File: config.mk
export PLATFORM = sky130hd
export DESIGN_NAME = spi4_tx_framer
export DESIGN_NICKNAME = d
export VERILOG_FILES = /design/src/rtl/spi4tx_pkg.sv /design/src/rtl/tx_train_timer.sv /design/src/rtl/tx_train_seq.sv /design/src/rtl/tx_dip_gen.sv /design/src/rtl/spi4_tx_framer.sv
export SDC_FILE = /design/constraint.sdc
export NUM_CORES = 1
export LEC_CHECK = 0
export ABC_AREA = 1
export BUFFER_PORTS_ARGS = -buffer_cell sky130_fd_sc_hd__buf_4
export CORE_ASPECT_RATIO = 1.25
export CORE_MARGIN = 2
export CORE_UTILIZATION = 25
export CTS_CLUSTER_DIAMETER = 200
export DETAILED_ROUTE_END_ITERATION = 7
export PLACE_DENSITY_LB_ADDON = 0.1
export SYNTH_ARGS = -nofsm -noshare
export SYNTH_HDL_FRONTEND = slang
export SYNTH_HIERARCHICAL = 1
export SYNTH_SLANG_ARGS = --single-unit
File: constraint.sdc
create_clock -name clk -period 5.81 [get_ports clk]
set_input_delay 0.581 -clock clk [delete_from_list [all_inputs] [get_ports clk]]
set_output_delay 0.581 -clock clk [all_outputs]
set_load 0.05 [all_outputs]
File: src/rtl/spi4tx_pkg.sv
package spi4tx_pkg;

  localparam int WORD_W = 16;
  localparam int DIP_W  = 4;
  localparam int HEAD_W = WORD_W - DIP_W;

  localparam logic [WORD_W-1:0] TRAIN_CTL_WORD = 16'h0FFF;
  localparam logic [WORD_W-1:0] TRAIN_DAT_WORD = 16'hF000;
  localparam logic [HEAD_W-1:0] IDLE_HEAD      = 12'h000;
  localparam logic [1:0]        LINK_DISABLED  = 2'b11;
  localparam int                PAYLOAD_BIT    = WORD_W - 1;

  typedef enum logic [1:0] {
    SRC_TRAIN = 2'd0,
    SRC_FIFO  = 2'd1,
    SRC_IDLE  = 2'd2
  } src_e;

  // rotate left by one: bit 15 wraps to bit 0
  function automatic logic [WORD_W-1:0] rotl1(input logic [WORD_W-1:0] v);
    return {v[WORD_W-2:0], v[WORD_W-1]};
  endfunction

  // fold one data word into the running diagonal accumulator
  function automatic logic [WORD_W-1:0] dip_absorb(input logic [WORD_W-1:0] acc,
                                                   input logic [WORD_W-1:0] w);
    return rotl1(acc) ^ w;
  endfunction

  // close the span with a control word whose DIP field is preset to all ones
  function automatic logic [DIP_W-1:0] dip_close(input logic [WORD_W-1:0] acc,
                                                 input logic [HEAD_W-1:0] head);
    logic [WORD_W-1:0] h;
    logic [DIP_W-1:0]  d;
    h = rotl1(acc) ^ {head, {DIP_W{1'b1}}};
    for (int i = 0; i < DIP_W; i++) begin
      logic x;
      x = 1'b0;
      for (int k = 0; k < WORD_W / DIP_W; k++) x = x ^ h[i + DIP_W*k];
      d[i] = ~x;
    end
    return d;
  endfunction

endpackage

File: src/rtl/tx_train_timer.sv
module tx_train_timer #(
  parameter int PERIOD_W = 16,
  parameter int REPS_W   = 8
) (
  input  logic                clk,
  input  logic                rst_n,
  input  logic [PERIOD_W-1:0] cfg_period,
  input  logic [REPS_W-1:0]   cfg_reps,
  input  logic                train_active,
  output logic                due
);

  localparam logic [PERIOD_W-1:0] CNT_MAX = '1;

  logic [PERIOD_W-1:0] beat_cnt;
  logic                sched_on;

  assign sched_on = (cfg_period != '0) && (cfg_reps != '0);
  assign due      = sched_on && (beat_cnt >= cfg_period);

  always_ff @(posedge clk or negedge rst_n) begin
    if (!rst_n)                beat_cnt <= '0;
    else if (train_active)     beat_cnt <= '0;
    else if (beat_cnt != CNT_MAX) beat_cnt <= beat_cnt + 1'b1;
  end


  period_off_chk: assert property (@(posedge clk) disable iff (!rst_n)
    ((cfg_period == '0) || (cfg_reps == '0)) |-> !due);

endmodule

File: src/rtl/tx_train_seq.sv
module tx_train_seq #(
  parameter int HALF_LEN = 10,
  parameter int REPS_W   = 8
) (
  input  logic              clk,
  input  logic              rst_n,
  input  logic              link_dis,
  input  logic              due,
  input  logic              burst_open,
  input  logic [REPS_W-1:0] cfg_reps,
  output logic              seq_active,
  output logic [15:0]       seq_word,
  output logic              seq_ctl
);
  import spi4tx_pkg::*;

  localparam int PAT_LEN = 2 * HALF_LEN;
  localparam int IDX_W   = $clog2(PAT_LEN);
  localparam logic [IDX_W-1:0] IDX_LAST = IDX_W'(PAT_LEN - 1);
  localparam logic [IDX_W-1:0] IDX_HALF = IDX_W'(HALF_LEN);
  localparam logic [REPS_W-1:0] ONE_REP = REPS_W'(1);

  logic              running;
  logic [IDX_W-1:0]  idx_q;
  logic [REPS_W-1:0] reps_q;

  logic              want, seq_start, pat_end, more;
  logic [IDX_W-1:0]  idx_cur;
  logic [REPS_W-1:0] reps_cur, reps_init;

  assign want       = link_dis | due;
  assign seq_start  = !running && want && !burst_open;
  assign seq_active = running | seq_start;

  assign reps_init  = (cfg_reps == '0) ? ONE_REP : cfg_reps;
  assign idx_cur    = running ? idx_q  : '0;
  assign reps_cur   = running ? reps_q : reps_init;

  assign seq_ctl    = idx_cur < IDX_HALF;
  assign seq_word   = seq_ctl ? TRAIN_CTL_WORD : TRAIN_DAT_WORD;

  assign pat_end    = seq_active && (idx_cur == IDX_LAST);
  assign more       = (reps_cur > ONE_REP) || link_dis;

  always_ff @(posedge clk or negedge rst_n) begin
    if (!rst_n) begin
      running <= 1'b0;
      idx_q   <= '0;
      reps_q  <= '0;
    end else if (!seq_active) begin
      running <= 1'b0;
      idx_q   <= '0;
    end else if (pat_end) begin
      idx_q <= '0;
      if (more) begin
        running <= 1'b1;
        reps_q  <= (reps_cur > ONE_REP) ? reps_cur - 1'b1 : reps_cur;
      end else begin
        running <= 1'b0;
      end
    end else begin
      running <= 1'b1;
      idx_q   <= idx_cur + 1'b1;
      reps_q  <= reps_cur;
    end
  end


  keep_training_chk: assert property (@(posedge clk) disable iff (!rst_n)
    (seq_active && link_dis) |=> seq_active);


  pattern_whole_chk: assert property (@(posedge clk) disable iff (!rst_n)
    (seq_active && !pat_end) |=> seq_active);

endmodule

File: src/rtl/tx_dip_gen.sv
module tx_dip_gen (
  input  logic        clk,
  input  logic        rst_n,
  input  logic        data_beat,
  input  logic        ctl_beat,
  input  logic [15:0] data_word,
  input  logic [11:0] ctl_head,
  output logic [15:0] sealed_word
);
  import spi4tx_pkg::*;

  logic [WORD_W-1:0] acc_q;

  assign sealed_word = {ctl_head, dip_close(acc_q, ctl_head)};

  always_ff @(posedge clk or negedge rst_n) begin
    if (!rst_n)         acc_q <= '0;
    else if (data_beat) acc_q <= dip_absorb(acc_q, data_word);
    else if (ctl_beat)  acc_q <= '0;
  end


  beat_excl_chk: assert property (@(posedge clk) disable iff (!rst_n)
    !(data_beat && ctl_beat));

endmodule

File: src/rtl/spi4_tx_framer.sv
module spi4_tx_framer #(
  parameter int PERIOD_W = 16,
  parameter int REPS_W   = 8,
  parameter int HALF_LEN = 10
) (
  input  logic                clk,
  input  logic                rst_n,
  input  logic [1:0]          link_stat,
  input  logic [PERIOD_W-1:0] cfg_period,
  input  logic [REPS_W-1:0]   cfg_reps,
  input  logic                fifo_valid,
  input  logic                fifo_is_ctl,
  input  logic [15:0]         fifo_word,
  output logic                fifo_rd,
  output logic [15:0]         tx_data,
  output logic                tx_ctl
);
  import spi4tx_pkg::*;

  logic        link_dis, due, burst_open, burst_nxt;
  logic        seq_active, seq_ctl;
  logic [15:0] seq_word, sealed_word;
  logic        data_beat, ctl_beat;
  logic [11:0] ctl_head;
  logic [15:0] nxt_data;
  logic        nxt_ctl;
  src_e        src;

  assign link_dis = (link_stat == LINK_DISABLED);

  tx_train_timer #(.PERIOD_W(PERIOD_W), .REPS_W(REPS_W)) u_timer (
    .clk(clk), .rst_n(rst_n), .cfg_period(cfg_period), .cfg_reps(cfg_reps),
    .train_active(seq_active), .due(due));

  tx_train_seq #(.HALF_LEN(HALF_LEN), .REPS_W(REPS_W)) u_seq (
    .clk(clk), .rst_n(rst_n), .link_dis(link_dis), .due(due),
    .burst_open(burst_open), .cfg_reps(cfg_reps), .seq_active(seq_active),
    .seq_word(seq_word), .seq_ctl(seq_ctl));

  always_comb begin
    if (seq_active)      src = SRC_TRAIN;
    else if (fifo_valid) src = SRC_FIFO;
    else                 src = SRC_IDLE;
  end

  assign fifo_rd   = (src == SRC_FIFO);
  assign data_beat = fifo_rd && !fifo_is_ctl;
  assign ctl_beat  = (fifo_rd && fifo_is_ctl) || (src == SRC_IDLE) || seq_active;
  assign ctl_head  = (src == SRC_FIFO) ? fifo_word[15:4] : IDLE_HEAD;

  tx_dip_gen u_dip (
    .clk(clk), .rst_n(rst_n), .data_beat(data_beat), .ctl_beat(ctl_beat),
    .data_word(fifo_word), .ctl_head(ctl_head), .sealed_word(sealed_word));

  always_comb begin
    nxt_data  = sealed_word;
    nxt_ctl   = 1'b1;
    burst_nxt = burst_open;
    unique case (src)
      SRC_TRAIN: begin
        nxt_data = seq_word;
        nxt_ctl  = seq_ctl;
      end
      SRC_FIFO: begin
        if (fifo_is_ctl) begin
          burst_nxt = fifo_word[PAYLOAD_BIT];
        end else begin
          nxt_data = fifo_word;
          nxt_ctl  = 1'b0;
        end
      end
      default: burst_nxt = 1'b0;
    endcase
  end

  always_ff @(posedge clk or negedge rst_n) begin
    if (!rst_n) begin
      tx_data    <= {IDLE_HEAD, 4'h0};
      tx_ctl     <= 1'b1;
      burst_open <= 1'b0;
    end else begin
      tx_data    <= nxt_data;
      tx_ctl     <= nxt_ctl;
      burst_open <= burst_nxt;
    end
  end


  data_pass_chk: assert property (@(posedge clk) disable iff (!rst_n)
    (fifo_rd && !fifo_is_ctl) |=> (!tx_ctl && tx_data == $past(fifo_word)));


  ctl_fields_chk: assert property (@(posedge clk) disable iff (!rst_n)
    (fifo_rd && fifo_is_ctl) |=> (tx_ctl && tx_data[15:4] == $past(fifo_word[15:4])));


  idle_word_chk: assert property (@(posedge clk) disable iff (!rst_n)
    (!fifo_valid && !seq_active) |=> (tx_ctl && tx_data[15:4] == IDLE_HEAD));


  no_pop_train_chk: assert property (@(posedge clk) disable iff (!rst_n)
    seq_active |-> !fifo_rd);


  burst_train_excl_chk: assert property (@(posedge clk) disable iff (!rst_n)
    burst_open |-> !seq_active);

endmodule

Yosys cells after proc, flatten, opt, wreduce, memory -nomap -nowiden
Index checks and enable logic that the tools add are counted.

storage, ports and cells
  output and inout port bits = 18
  bits in read-only memories = 0
  flip-flop bits (word level) = 64
  bits in latches = 0
  memories kept = 0
  input bits = 46
  bits in writable memories = 0

cells by class
  bitwise operators = 21
  magnitude comparators = 3
  mux-type cells = 25
  equal/unequal tests = 7
  shift operators = 0
  $add $sub $neg = 3
  divide/modulo/power cells = 0
  reductions and logical operators = 21
  multiply operators = 0

operator list
  kind                                                           count
  2-to-1 mux 16 bit                                              6
  2-to-1 mux 8 bit                                               5
  case mux 16 bit (2 select lines)                               1
  bitwise XOR 16 bit                                             2
  adder 16 x 1 -> 16 bit, second input constant                  1
  >= comparator 16 bit                                           1
  inequality test 16 bit, second input constant                  1
  nonzero test 16 bit                                            1
  2-to-1 mux 5 bit                                               3
  2-to-1 mux 12 bit                                              1
  bitwise XOR 1 bit                                              12
  greater-than comparator 8 x 1 -> 1 bit, second input constant  1
  zero test 8 bit                                                1
  nonzero test 8 bit                                             1
  subtractor 8 x 1 -> 8 bit, second input constant               1
  logical AND 1 bit                                              7
  adder 5 x 1 -> 5 bit, second input constant                    1
  equality test 5 bit, second input constant                     1
  less-than comparator 5 x 4 -> 1 bit, second input constant     1
  2-to-1 mux 1 bit                                               5
  inverter 1 bit                                                 5
  equality test 2 bit, second input constant                     2
  2-to-1 mux 2 bit                                               2
  inequality test 2 bit, second input constant                   2
  other kinds (8)                                                16

Longest topological paths before layout
Gate-level depths: netlist (run 1).

  depth in word-level cells = 17
  gate-level depth with buffers = 29
  mapped depth without buffers = 28

By module
The synthesis (run 1) kept the hierarchy.

modules (own cells, without submodules)
  module          cells each  area each (um^2)  instances
  tx_dip_gen      212         1372.6            1
  tx_train_timer  188         1360.1            1
  tx_train_seq    171         1201.2            1
  spi4_tx_framer  195         1171.1            1

Worst setup path before layout (run 1)
Ideal clock, no wire load.

  path kind = input port to flip-flop
  start = input port cfg_period[11]
  end = register u_dip.acc_q[0]
  setup slack = 2.234 ns
  buffers on the path = 5
  library setup time = 0.074 ns
  arrival = 3.502 ns
  stages on the path = 17
  path through = inv_1 ha_1 nand2_1 o21bai_1 a21oi_1 nor2_1 a21oi_1 nor2_1 o21ai_0 buf_4 buf_6 nor2_1 buf_6 or2_1 buf_6 buf_6 o21ai_2

between the ends
  elaborated cells on any way between the ends = 17
  those cells by class = order compare (1); eq/ne (2); mux (2); bitwise (2); reduce/logical (10)

RTL lines
  element                                                                       line                  source
  start, declared                                                               spi4_tx_framer.sv:9   input logic [PERIOD_W-1:0] cfg_period,
  parallel branches: the longest is 2 deep, another holds >= comparator 16 bit  -
  logical AND 1 bit (*)                                                         tx_train_timer.sv:19  assign due = sched_on && (beat_cnt >= cfg_period);
  net due                                                                       spi4_tx_framer.sv:20  logic link_dis, due, burst_open, burst_nxt;
  OR 1 bit (*)                                                                  tx_train_seq.sv:31    assign want = link_dis | due;
  logical AND 1 bit (*) (2 in series)                                           tx_train_seq.sv:32    assign seq_start = !running && want && !burst_open;
  OR 1 bit (*)                                                                  tx_train_seq.sv:33    assign seq_active = running | seq_start;
  net seq_active                                                                spi4_tx_framer.sv:21  logic seq_active, seq_ctl;
  2-to-1 mux 2 bit (*)                                                          spi4_tx_framer.sv:41  if (seq_active) src = SRC_TRAIN;
  equality test 2 x 1 -> 1 bit (*)                                              spi4_tx_framer.sv:46  assign fifo_rd = (src == SRC_FIFO);
  logical AND 1 bit (*)                                                         spi4_tx_framer.sv:47  assign data_beat = fifo_rd && !fifo_is_ctl;
  net data_beat                                                                 spi4_tx_framer.sv:23  logic data_beat, ctl_beat;
  2-to-1 mux 16 bit / nonzero test 2 bit (equally long branches)                -
  end signal, assigned                                                          tx_dip_gen.sv:18      else if (data_beat) acc_q <= dip_absorb(acc_q, data_word);
  end, declared                                                                 tx_dip_gen.sv:12      logic [WORD_W-1:0] acc_q;

Mark *: on every way through the listed nets, which the timed path passes.
A chain may end at the register's enable or synchronous reset.

Worst setup path in the final report (run 1)
  start = register u_timer.beat_cnt[3]
  end = register tx_data[3]

between the ends
  elaborated cells on any way between the ends = 17
  those cells by class = order compare (1); eq/ne (1); mux (4); bitwise (7); reduce/logical (4)

RTL lines
  element                               line                  source
  start, declared                       tx_train_timer.sv:15  logic [PERIOD_W-1:0] beat_cnt;
  start signal, assigned                tx_train_timer.sv:24  else if (beat_cnt != CNT_MAX) beat_cnt <= beat_cnt + 1'b1;
  >= comparator 16 bit (*)              tx_train_timer.sv:19
  logical AND 1 bit (*)                 tx_train_timer.sv:19
  net due                               spi4_tx_framer.sv:20
  OR 1 bit (*)                          tx_train_seq.sv:31
  logical AND 1 bit (*) (2 in series)   tx_train_seq.sv:32
  OR 1 bit (*)                          tx_train_seq.sv:33
  net seq_active                        spi4_tx_framer.sv:21
  2-to-1 mux 2 bit (*)                  spi4_tx_framer.sv:41
  (+2 left out)                         -
  net ctl_head[7]                       spi4_tx_framer.sv:24  logic [11:0] ctl_head;
  bitwise XOR 16 bit (*)                spi4tx_pkg.sv:35      h = rotl1(acc) ^ {head, {DIP_W{1'b1}}};
  bitwise XOR 1 bit (*) (2 in series)   spi4tx_pkg.sv:39      for (int k = 0; k < WORD_W / DIP_W; k++) x = x ^ h[i + DIP_W*k];
  inverter 1 bit (*)                    spi4tx_pkg.sv:40      d[i] = ~x;
  net sealed_word[3]                    spi4_tx_framer.sv:22  logic [15:0] seq_word, sealed_word;
  2-to-1 mux 16 bit                     spi4_tx_framer.sv:65  if (fifo_is_ctl) begin
  case mux 16 bit (2 select lines) (*)  spi4_tx_framer.sv:59  unique case (src)
  net nxt_data[3]                       spi4_tx_framer.sv:25  logic [15:0] nxt_data;
  end signal, assigned                  spi4_tx_framer.sv:78  tx_data <= {IDLE_HEAD, 4'h0};
  end signal, assigned                  spi4_tx_framer.sv:82  tx_data <= nxt_data;
  end, declared                         spi4_tx_framer.sv:15  output logic [15:0] tx_data,

Mark *: on every way through the listed nets, which the timed path passes. The rest lies on a longest branch.

==> key figures, run 1 <==
Run status
  • Status: finished clean

Power
  • Final Power: around 1.1 mW
  • Pwr dens: roughly 190 mW/mm^2
  • Worst vdd ir: 0.000133 V
  • Leak Pwr: around 3.1 nW

Yosys
  • Combinational family with the most area after synthesis: simple AND/OR/NAND/NOR gates
  • Flops & latches, synth: 64
  • Avg Inst Size Synth: between 6 and 7 sq um
  • Compound-gate portion of the synthesized area: under 10%
  • Sequential area share after synthesis: 31.4%
  • XOR/XNOR share of the synthesized area: about 2.1%
  • Synth Area in Adders: 4.90%
  • Cell area after synthesis: 0.00510 sq mm
  • Ys Warns: 6
  • Simple-gate share of the synthesized area: 37.6%
  • Synth Net Count: 832
  • Mux share of post-synthesis cell area: 0%
  • Unique cell type count in the Yosys netlist: 42
  • Syn Inst Count: 766

Floorplanning
  • Area of the die: between 0.02 and 0.025 sq mm
  • IO Pins: 64
  • Initial Util: 25.4%
  • Die H: 164 microns
  • Die Span X: 132 microns
  • Core ar.: 0.0201 sq mm
  • Row cnt: 58

Timing
  • Fin Setup TNS: 0 ns
  • Max-slew headroom: 40.6%
  • RSZ-0062 raised after global routing: false
  • Max Slew Vio Count: 0
  • Worst-Margin Slew: approximately 0.89 ns
  • Final worst-path setup slack: 2.55 ns
  • Final period util: between 50% and 60%
  • Final setup fails: 0
  • Final Critical Period: 3.26 ns
  • WHS: 0.359 ns
  • Number of hold violations in the final report: 0
  • Clock Skews: 0.00698 ns
  • Fmax: 307 MHz

Routing
  • DR pass1 iterations: 4
  • Routed len/inst: 13.0 microns
  • Number of routed nets with antenna violations: 0
  • Final wirelength: between 10 and 15 mm
  • DR vias: 4,463
  • Detailed-route DRC error count: 0
  • Initial DRC Count: 176
  • Via density: between 4 and 5

Place
  • Hpwl dp: between 10 and 15 mm
  • Dpl ws: 2.20 ns
  • Routability Congestion: 0.751
  • Buffers on Ports: 63
  • Inst Count DP: 1,061

Clock tree
  • Hold Buf Count CTS: 0
  • CTS Buffer Depth: 2
  • CTS tree: yes
  • Clock buffer count from CTS: 9
  • Worst skew pair latency: about 0.34 ns
  • CTS resizes: 0
  • Num Clock Sinks: 64
  • Clock slew at reported path FFs: 0.06 ns
  • Post-CTS setup repair buffer count: 0
  • Root Driver: clkbuf_16
  • CTS H-Tree Depth: 3

Worst setup path
  • Worst Path Max Fanout: 19
  • Crit start category: flop
  • Reg2Reg Launch Point: u_timer/beat_cnt[3]
  • Top cell by count, worst path: nand2_1
  • Setup Crit Path Kind: reg -> reg
  • Max incr delay on CP: 0.44 ns
  • Worst EP required: 6.02 ns
  • CP Launch Point: u_timer/beat_cnt[3]
  • CP Capture Type: flop
  • Slowest stage cell, crit path: dfrtp_1
  • Crit path buffers/inverters: 5
  • CP arrival: 3.47 ns
  • CP top delay family: simple AND/OR/NAND/NOR gates

Cells and area
  • Syn-to-layout area delta: 16.6%
  • Finished Layout Cells: 1,077
  • Leading cell type in the layout, fill and taps excluded: nand2_1
  • Commonest cells after routing, fill and taps aside: 264 x nand2_1, 115 x inv_1, 67 x buf_4
  • Final nets: between 800 and 900
  • Proportion of layout cells with a drive suffix above 1: approximately a fifth
  • Filler Cell Count: 2,263
  • Diodes inserted: 0

Global routing
  • Vias in the first global route: 4,513
  • First-pass GRT wire length: approximately 23 mm
  • Initial antenna violation count: 0
  • Pin count of the biggest net entering global routing: 65
  • Remaining Overflow, GRT: 0
  • GR Util All Layers: 13.9%

Hold path
  • Min-delay worst type: in -> async

Run
  • Max Cap Viol: 0
synth_stat cells:
master,n,area (sq um)
a211oi_1,1,7.51
a21oi_1,25,125
a21oi_2,1,8.76
a31oi_1,5,31.3
buf_2,5,25.0
buf_4,30,225
buf_6,6,67.6
clkbuf_1,1,3.75
clkinv_1,1,3.75
dfrtp_1,63,1580
dfstp_2,1,26.3
ha_1,20,250
inv_1,115,432
inv_2,7,26.3
inv_4,1,6.26
nand2_1,264,991
nand2_2,10,62.6
nand2_4,1,11.3
nand3_1,42,210
nand3_2,3,30.0
nand3_4,1,17.5
nand3b_1,3,22.5
nand4_1,11,68.8
nand4_2,2,25.0
nor2_1,57,214
nor2_2,3,18.8
nor2_4,2,22.5
nor2_8,1,20.0
nor3_1,5,25.0
nor3_2,1,10.0
nor3_4,1,16.3
nor3b_2,1,12.5
nor4_1,4,25.0
o21a_1,1,7.51
o21ai_0,17,85.1
o21ai_1,8,40.0
o21ai_2,14,123
o21bai_1,1,7.51
or2_1,1,6.26
or2_2,18,113
xnor2_1,5,43.8
xor2_1,7,61.3
cell type report:
class / instances / area (sq um) / area share (%)
clock inverter: 5 / 80.1 / 1.35
clock buffer: 11 / 243 / 4.08
tap: 270 / 338 / 5.68
timing repair buffer: 67 / 503 / 8.45
multi-input combinational: 536 / 2720 / 45.6
sequential: 64 / 1600 / 26.9
inverter: 124 / 468 / 7.86
registers in the layout, summed over array words and instances, names as in the netlist:
register	count
burst_open	1
u_seq/idx_q	5
u_seq/reps_q	8
u_dip/acc_q	16
tx_ctl	1
u_seq/running	1
u_timer/beat_cnt	16
tx_data	16
worst register-to-register path, cell delays in order (launching register included):
cell,delay [ns]
dfrtp_1,0.44
ha_1,0.33
nand2_1,0.07
inv_1,0.04
nand2_1,0.06
nand2_1,0.05
nand2_1,0.05
nand2_1,0.07
nand2_1,0.06
a21oi_1,0.06
nor2_1,0.18
o21ai_2,0.10
nor2_4,0.10
buf_4,0.26
inv_2,0.18
nor2_1,0.29
inv_1,0.07
nand2_1,0.08
nand3_1,0.07
nand2_1,0.12
inv_1,0.05
nand2_1,0.06
nand2_1,0.08
nand2_1,0.07
nand2_1,0.05
nand2_1,0.05
nand2_1,0.08
where the power goes:
group | leakage (nW) | total, mW | switching (mW) | internal, mW
clock | 0.152 | 0.598 | 0.211 | 0.387
combinational | 2.19 | 0.0715 | 0.0401 | 0.0315
sequential | 0.803 | 0.446 | 0 | 0.446
cell families after synthesis:
logic type	count (synthesis)
and+or+nand+nor	431
AOI/OAI and AO/OA	73
xor gates and xnor gates	12
adders and majority gates	20
buffers and inverters	166
DFF	64
path summary, 6_finish.rpt:
path	to	slack (ns)	cells after the start
max	tx_data[3]	2.55	26
min in group clk	u_seq/idx_q[4]	0.48	1
min reg2reg	u_seq/idx_q[4]	0.48	1
min	u_timer/beat_cnt[9]	0.36	1
max reg2reg	tx_data[3]	2.55	26
max in group asynchronous	tx_data[3]	4.87	1
metrics by stage:
step / util [%] / area (sq um)
6_report: 29.6 / 5950
2_1_floorplan: - / 5100
3_5_place_dp: 28.0 / 5630
3_3_place_gp: 28.0 / 5630
5_1_grt: 29.6 / 5950
4_1_cts: 29.6 / 5950
per-layer routing:
metal / share of wire [%] / global-route usage, % / up-vias
met5: 0 / 0 / -
met4: 1.2 / 3.71 / 0
met3: 3.0 / 3.02 / 9
met2: 50 / 24.6 / 65
met1: 46 / 17.1 / 1968
li1: - / - / 2421
Note: power is estimated with default switching activity, not from simulation.
==> inputs of run 2 (changes only) <==
==> constraint.sdc (replaced) <==
create_clock -name clk -period 2.75 [get_ports clk]
set_input_delay 0.275 -clock clk [delete_from_list [all_inputs] [get_ports clk]]
set_output_delay 0.275 -clock clk [all_outputs]
set_load 0.05 [all_outputs]
==> key figures, run 2 (same netlist as run 1, synthesis figures left out) <==
Run status
  • Status: finished, violations left
  • Violated checks: setup timing

Routing
  • Via density: 4.27 (+3.1%)
  • Routed len/inst: 13.0 microns (-0.62%)
  • Number of routed nets with antenna violations: 0 (unchanged)
  • DR pass1 iterations: 4 (unchanged)
  • Final wirelength: 14.5 mm (+3.4%)
  • DR vias: 4,788 (+7.3%)
  • Detailed-route DRC error count: 0 (unchanged)
  • Initial DRC Count: 212 (+20%)

Power
  • Worst vdd ir: 0.000268 V (+100%)
  • Pwr dens: 352 mW/mm^2 (+88%)
  • Leak Pwr: 3.39 nW (+8.1%)
  • Final Power: 2.31 mW (+110%)

Global routing
  • Remaining Overflow, GRT: 0 (unchanged)
  • Pin count of the biggest net entering global routing: 65 (unchanged)
  • Initial antenna violation count: 0 (unchanged)
  • Vias in the first global route: 4,902 (+8.6%)
  • GR Util All Layers: 14.1% (+0.20 points)
  • First-pass GRT wire length: 24.1 mm (+2.8%)

Run
  • Max Cap Viol: 0 (unchanged)

Clock tree
  • CTS tree: yes
  • CTS Buffer Depth: 2 (unchanged)
  • Worst skew pair latency: 0.34 ns (about the same)
  • Hold Buf Count CTS: 0 (unchanged)
  • Clock slew at reported path FFs: 0.06 ns (about the same)
  • CTS H-Tree Depth: 3 (unchanged)
  • Clock buffer count from CTS: 9 (unchanged)
  • Root Driver: clkbuf_16
  • Num Clock Sinks: 64 (unchanged)

Cells and area
  • Proportion of layout cells with a drive suffix above 1: 28.2% (+9.5 points)
  • Top Registers: tx_data (16), u_dip/acc_q (16), u_timer/beat_cnt (16)
  • Filler Cell Count: 2,223 (-1.8%)
  • Leading cell type in the layout, fill and taps excluded: nand2_1
  • Commonest cells after routing, fill and taps aside: 251 x nand2_1, 113 x inv_1, 107 x buf_4
  • Area of the multi-input gates: 0.00296 sq mm (+9.1%)
  • Final nets: 913 (+5.2%)
  • Diodes inserted: 0 (unchanged)
  • Area occupied by registers: 0.00160 sq mm (unchanged)
  • Syn-to-layout area delta: 28.3%

Floorplanning
  • Area of the die: 0.0216 sq mm (unchanged)
  • Initial Util: 25.4% (unchanged)
  • Core ar.: 0.0201 sq mm (unchanged)
  • IO Pins: 64 (unchanged)
  • Row cnt: 58 (unchanged)
  • Die Span X: 132 microns (unchanged)
  • Die H: 164 microns (unchanged)

Worst setup path
  • Worst EP required: 3.03 ns (-2.99 ns)
  • Register-to-Register Path Depth: 26 (unchanged)
  • CP Capture Type: flop
  • CP arrival: 3.06 ns (-0.41 ns)
  • Setup Crit Path Kind: reg -> reg
  • Crit start category: flop
  • R2R Path End: tx_data[1]
  • Worst Path Max Fanout: 5 (-14)
  • Reg2Reg Launch Point: u_timer/beat_cnt[1]
  • Reg2Reg Setup Slack: -0.03 ns (-2.58 ns)

Place
  • Routability Congestion: 0.808 (+7.5%)
  • Buffers on Ports: 63 (unchanged)
  • Hpwl dp: 10.9 mm (+1.2%)

Timing
  • Final worst-path setup slack: -0.0305 ns (-2.58 ns)
  • Clock Skews: 0.00513 ns (-0.00185 ns)
  • RSZ-0062 raised after global routing: true
  • WHS: 0.0651 ns (-0.294 ns)
  • Final period util: 101% (+45 points)
  • Fmax: 360 MHz (+17%)
  • Worst-Margin Slew: 0.901 ns (+0.0104 ns)
  • Number of hold violations in the final report: 0 (unchanged)
  • Final Critical Period: 2.78 ns (-0.480 ns)
  • Max-slew headroom: 39.9% (-0.69 points)
  • Max Slew Vio Count: 0 (unchanged)
  • Final setup fails: 3 (+3)

Hold path
  • Min-delay worst type: in -> async
[run 2: cell count changes in the layout (fill, tap and decap cells not counted), sizes merged]
cell and delta:
clkinvlp -2, bufinv -1, clkinv +2, clkbuf +1, buf +44
[run 2: per-layer routing]
metal / track usage (%) / vias up / wire [microns]
met3: 2.01 / 25 / 416
met2: 26.2 / 71 / 7520
met5: 0 / - / 0
met4: 6.52 / 0 / 393
met1: 16.0 / 2180 / 6200
li1: - / 2512 / -
[run 2: through the flow]
| stage | area [sq um] | worst slack (ns) | utilization, % | TNS [ns] | std cells |
|---|---|---|---|---|---|
| 2_1_floorplan | 5120 | 0.0347 | - | 0 | 766 |
| 3_3_place_gp | 5920 | -0.256 | 29.5 | -0.705 | 1099 |
| 3_5_place_dp | 5920 | -0.265 | 29.5 | -0.787 | 1099 |
| 4_1_cts | 6280 | 0.00523 | 31.3 | 0 | 1114 |
| 5_1_grt | 6550 | -0.308 | 32.6 | -1.23 | 1121 |
| 6_report | 6550 | -0.0305 | 32.6 | -0.0646 | 1121 |
[run 2: repair_timing]
action,CTS,global route
pin swaps,2,22
gates resized for setup,19,49
endpoints found under the setup margin,11,21
gates cloned,0,1
buffers inserted,0,6
[run 2: area by class of cell]
type | instances | area share (%)
repair inverters | 1 | 0.0955
clock buffers | 12 | 4.07
flip-flops and latches | 64 | 24.5
well taps | 270 | 5.16
multi-input cells | 536 | 45.2
clock inverters | 3 | 0.611
inverters | 124 | 7.22
repair buffers | 111 | 13.1
[run 2: worst max-delay path, cell delays in order, from the launching register on]
cell,delay [ns]
dfrtp_1,0.42
ha_4,0.29
nand2_1,0.06
nand3_2,0.06
nand2_2,0.05
nand2_2,0.07
nand2_2,0.06
nand2_2,0.08
nand2_2,0.05
a21oi_2,0.14
nor2_2,0.08
o21ai_4,0.18
nor2_4,0.08
buf_6,0.12
inv_4,0.13
nor2_4,0.05
nor2_1,0.14
inv_1,0.05
nand2_1,0.07
nor2_1,0.05
nor2_1,0.11
nand2_1,0.07
nand2_2,0.07
nand2_1,0.05
nand2_1,0.06
nand2_1,0.04
nand2_1,0.06
[run 2: report_power, final]
group | leakage (nW) | switching (mW) | internal [mW]
Combinational | 2.44 | 0.0962 | 0.0728
Sequential | 0.803 | 0 | 0.942
Clock | 0.154 | 0.429 | 0.768
[run 2: worst max path at each step]
stage,startpoint,end,depth (start not counted)
floorplan,u_timer/beat_cnt[7],tx_data[1],25
global placement,cfg_period[0],tx_data[2],22
detailed placement,cfg_period[0],tx_data[2],22
CTS,u_timer/beat_cnt[1],tx_data[2],25
global route,u_timer/beat_cnt[0],tx_data[2],25
finish,u_timer/beat_cnt[1],tx_data[1],26
==> inputs of run 3 (changes only) <==
--- a/config.mk
+++ b/config.mk
@@ -8,11 +8,12 @@
 export ABC_AREA = 1
 export BUFFER_PORTS_ARGS = -buffer_cell sky130_fd_sc_hd__buf_4
 export CORE_ASPECT_RATIO = 1.25
-export CORE_MARGIN = 2
+export CORE_MARGIN = 4
 export CORE_UTILIZATION = 25
 export CTS_CLUSTER_DIAMETER = 200
 export DETAILED_ROUTE_END_ITERATION = 7
 export PLACE_DENSITY_LB_ADDON = 0.1
+export REMOVE_ABC_BUFFERS = 1
 export SYNTH_ARGS = -nofsm -noshare
 export SYNTH_HDL_FRONTEND = slang
 export SYNTH_HIERARCHICAL = 1
==> constraint.sdc (replaced) <==
create_clock -name clk -period 2.9 [get_ports clk]
set_input_delay 0.29 -clock clk [delete_from_list [all_inputs] [get_ports clk]]
set_output_delay 0.29 -clock clk [all_outputs]
set_load 0.05 [all_outputs]
==> key figures, run 3 (same netlist as run 1, synthesis figures left out) <==
Worst setup path
  • CP Capture Type: primary output
  • Crit start category: flop
  • Worst EP required: 2.61 ns (-0.42 ns)
  • CP arrival: 2.45 ns (-0.61 ns)
  • Worst Path Max Fanout: 18 (+13)
  • Setup Crit Path Kind: reg -> out

Timing
  • Max-slew headroom: 36.9% (-3.0 points)
  • Fmax: approximately 370 MHz
  • Final period util: 94.5%
  • Max Slew Vio Count: 0 (unchanged)
  • Final setup fails: 0 (-3)
  • Fin Setup TNS: 0 ns (+0.0646 ns)
  • RSZ-0062 raised after global routing: true
  • Final Critical Period: approximately 2.7 ns
  • WHS: 0.0803 ns (+0.0152 ns)
  • Clock Skews: 0.00658 ns (+0.00145 ns)
  • Number of hold violations in the final report: 0 (unchanged)
  • Worst-Margin Slew: 0.945 ns (+0.0442 ns)

Routing
  • Routed len/inst: 12.9 microns (-0.34%)
  • Via density: 4.25 (-0.58%)
  • Initial DRC Count: 186 (-12%)
  • Number of routed nets with antenna violations: 0 (unchanged)
  • Detailed-route DRC error count: 0 (unchanged)
  • Final wirelength: 14.4 mm (-0.78%)
  • DR vias: 4,739 (-1.0%)
  • DR pass1 iterations: 4 (unchanged)

Global routing
  • Met1 GRT Util: 17.0% (+1.0 points)
  • First-pass GRT wire length: 23.2 mm (-3.5%)
  • Remaining Overflow, GRT: 0 (unchanged)
  • Grt met3 use: 2.43% (+0.43 points)
  • Pin count of the biggest net entering global routing: 65 (unchanged)
  • Global route hottest layer: met2
  • GR Util All Layers: 13.1% (-1.0 points)
  • Initial antenna violation count: 0 (unchanged)
  • Vias in the first global route: 4,630 (-5.5%)
  • GR Util met2: 22.1% (-4.2 points)

Clock tree
  • Worst skew pair latency: 0.34 ns (about the same)
  • CTS Buffer Depth: 2 (unchanged)
  • Clock slew at reported path FFs: 0.06 ns (about the same)
  • Num Clock Sinks: 64 (unchanged)
  • Root Driver: clkbuf_16
  • Clock buffer count from CTS: 9 (unchanged)
  • CTS tree: yes
  • CTS H-Tree Depth: 3 (unchanged)

Cells and area
  • Commonest cells after routing, fill and taps aside: 249 x nand2_1, 112 x inv_1, 103 x buf_4
  • Filler Cell Count: 2,247 (+1.1%)
  • Leading cell type in the layout, fill and taps excluded: nand2_1
  • Proportion of layout cells with a drive suffix above 1: 28.1% (-0.070 points)
  • Final nets: 907 (-0.66%)
  • Top Registers: tx_data (16), u_dip/acc_q (16), u_timer/beat_cnt (16)
  • Diodes inserted: 0 (unchanged)
  • Finished Core Util: 32.2% (-0.35 points)
  • Syn-to-layout area delta: 27.0%
  • Final instance area: 0.00648 sq mm (-1.1%)

Floorplanning
  • Initial Util: 25.4% (unchanged)
  • Core ar.: 0.0201 sq mm (unchanged)
  • Die Span X: 136 microns (+3.0%)
  • IO Pins: 64 (unchanged)
  • Area of the die: 0.0228 sq mm (+5.6%)
  • Die H: 168 microns (+2.4%)
  • Row cnt: 58 (unchanged)

Power
  • Final Power: 2.22 mW (-3.9%)
  • Leak Pwr: 3.36 nW (-1.2%)
  • Worst vdd ir: 0.000178 V (-34%)
  • Pwr dens: 342 mW/mm^2 (-2.9%)

Place
  • Hpwl dp: 10.6 mm (-2.5%)
  • Routability Congestion: 0.749 (-7.3%)
  • Buffers on Ports: 63 (unchanged)
  • Area after DPL: 0.00586 sq mm (-1.0%)

Run
  • Max Cap Viol: 0 (unchanged)

Hold path
  • Min-delay worst type: in -> async

Run status
  • Status: finished clean
## run 3: layout make-up
| class | count | area [sq um] | share of cell area, % |
|---|---|---|---|
| Timing Repair Buffer | 105 | 796 | 12.3 |
| Clock inverter | 2 | 35.0 | 0.541 |
| Sequential cell | 64 | 1600 | 24.7 |
| Inverter | 124 | 473 | 7.30 |
| Multi-Input combinational cell | 536 | 2940 | 45.3 |
| Timing Repair inverter | 1 | 16.3 | 0.251 |
| Clock buffer | 14 | 284 | 4.38 |
| Tap cell | 270 | 338 | 5.21 |
## run 3: critical path, cell delays in order, from the launching register on
cell and delay [ns]:
dfrtp_1 0.43, ha_4 0.26, nand2_2 0.07, o21bai_1 0.11, a21oi_1 0.08, nor2_1 0.13
a21oi_2 0.07, nor2_2 0.13, o21ai_2 0.11, nor2_4 0.15, buf_4 0.30, buf_4 0.25
## run 3: final timing paths
| check | start | to | slack [ns] | cells after the start |
|---|---|---|---|---|
| worst min register to register | u_seq/idx_q[4] | u_seq/idx_q[4] | 0.48 | 1 |
| min in group clk | fifo_word[15] | burst_open | 0.24 | 3 |
| max in group asynchronous | rst_n | u_timer/beat_cnt[5] | 2.25 | 1 |
| worst max register to register | u_timer/beat_cnt[11] | u_dip/acc_q[13] | 0.19 | 14 |
| worst min-delay path | rst_n | tx_data[6] | 0.08 | 1 |
| worst max-delay path | u_timer/beat_cnt[11] | fifo_rd | 0.16 | 11 |
## run 3: where the power goes
part           switching, mW  internal, mW
Clock                  0.410         0.758
Sequential                 0         0.894
Combinational         0.0870        0.0676
Total                  0.497          1.72
## run 3: repair_timing
action	in CTS	in global routing
gates resized for setup	0	64
hold buffers	0	0
setup buffers	0	7
endpoints found under the setup margin	0	28
## run 3: metrics by stage
| step | setup WS, ns | cells |
|---|---|---|
| final | 0.161 | 1116 |
| after global routing | -0.0762 | 1116 |
| after global placement | 0.0665 | 1092 |
| after detailed placement | 0.0329 | 1092 |
| after floorplan | -1.73 | 724 |
| after CTS | 0.0287 | 1108 |
## run 3: routing by layer
metal  up-vias  wire length, microns
met4         0                   170
li1       2500                     -
met5         -                     0
met1      2146                  6670
met3        13                   566
met2        80                  7020
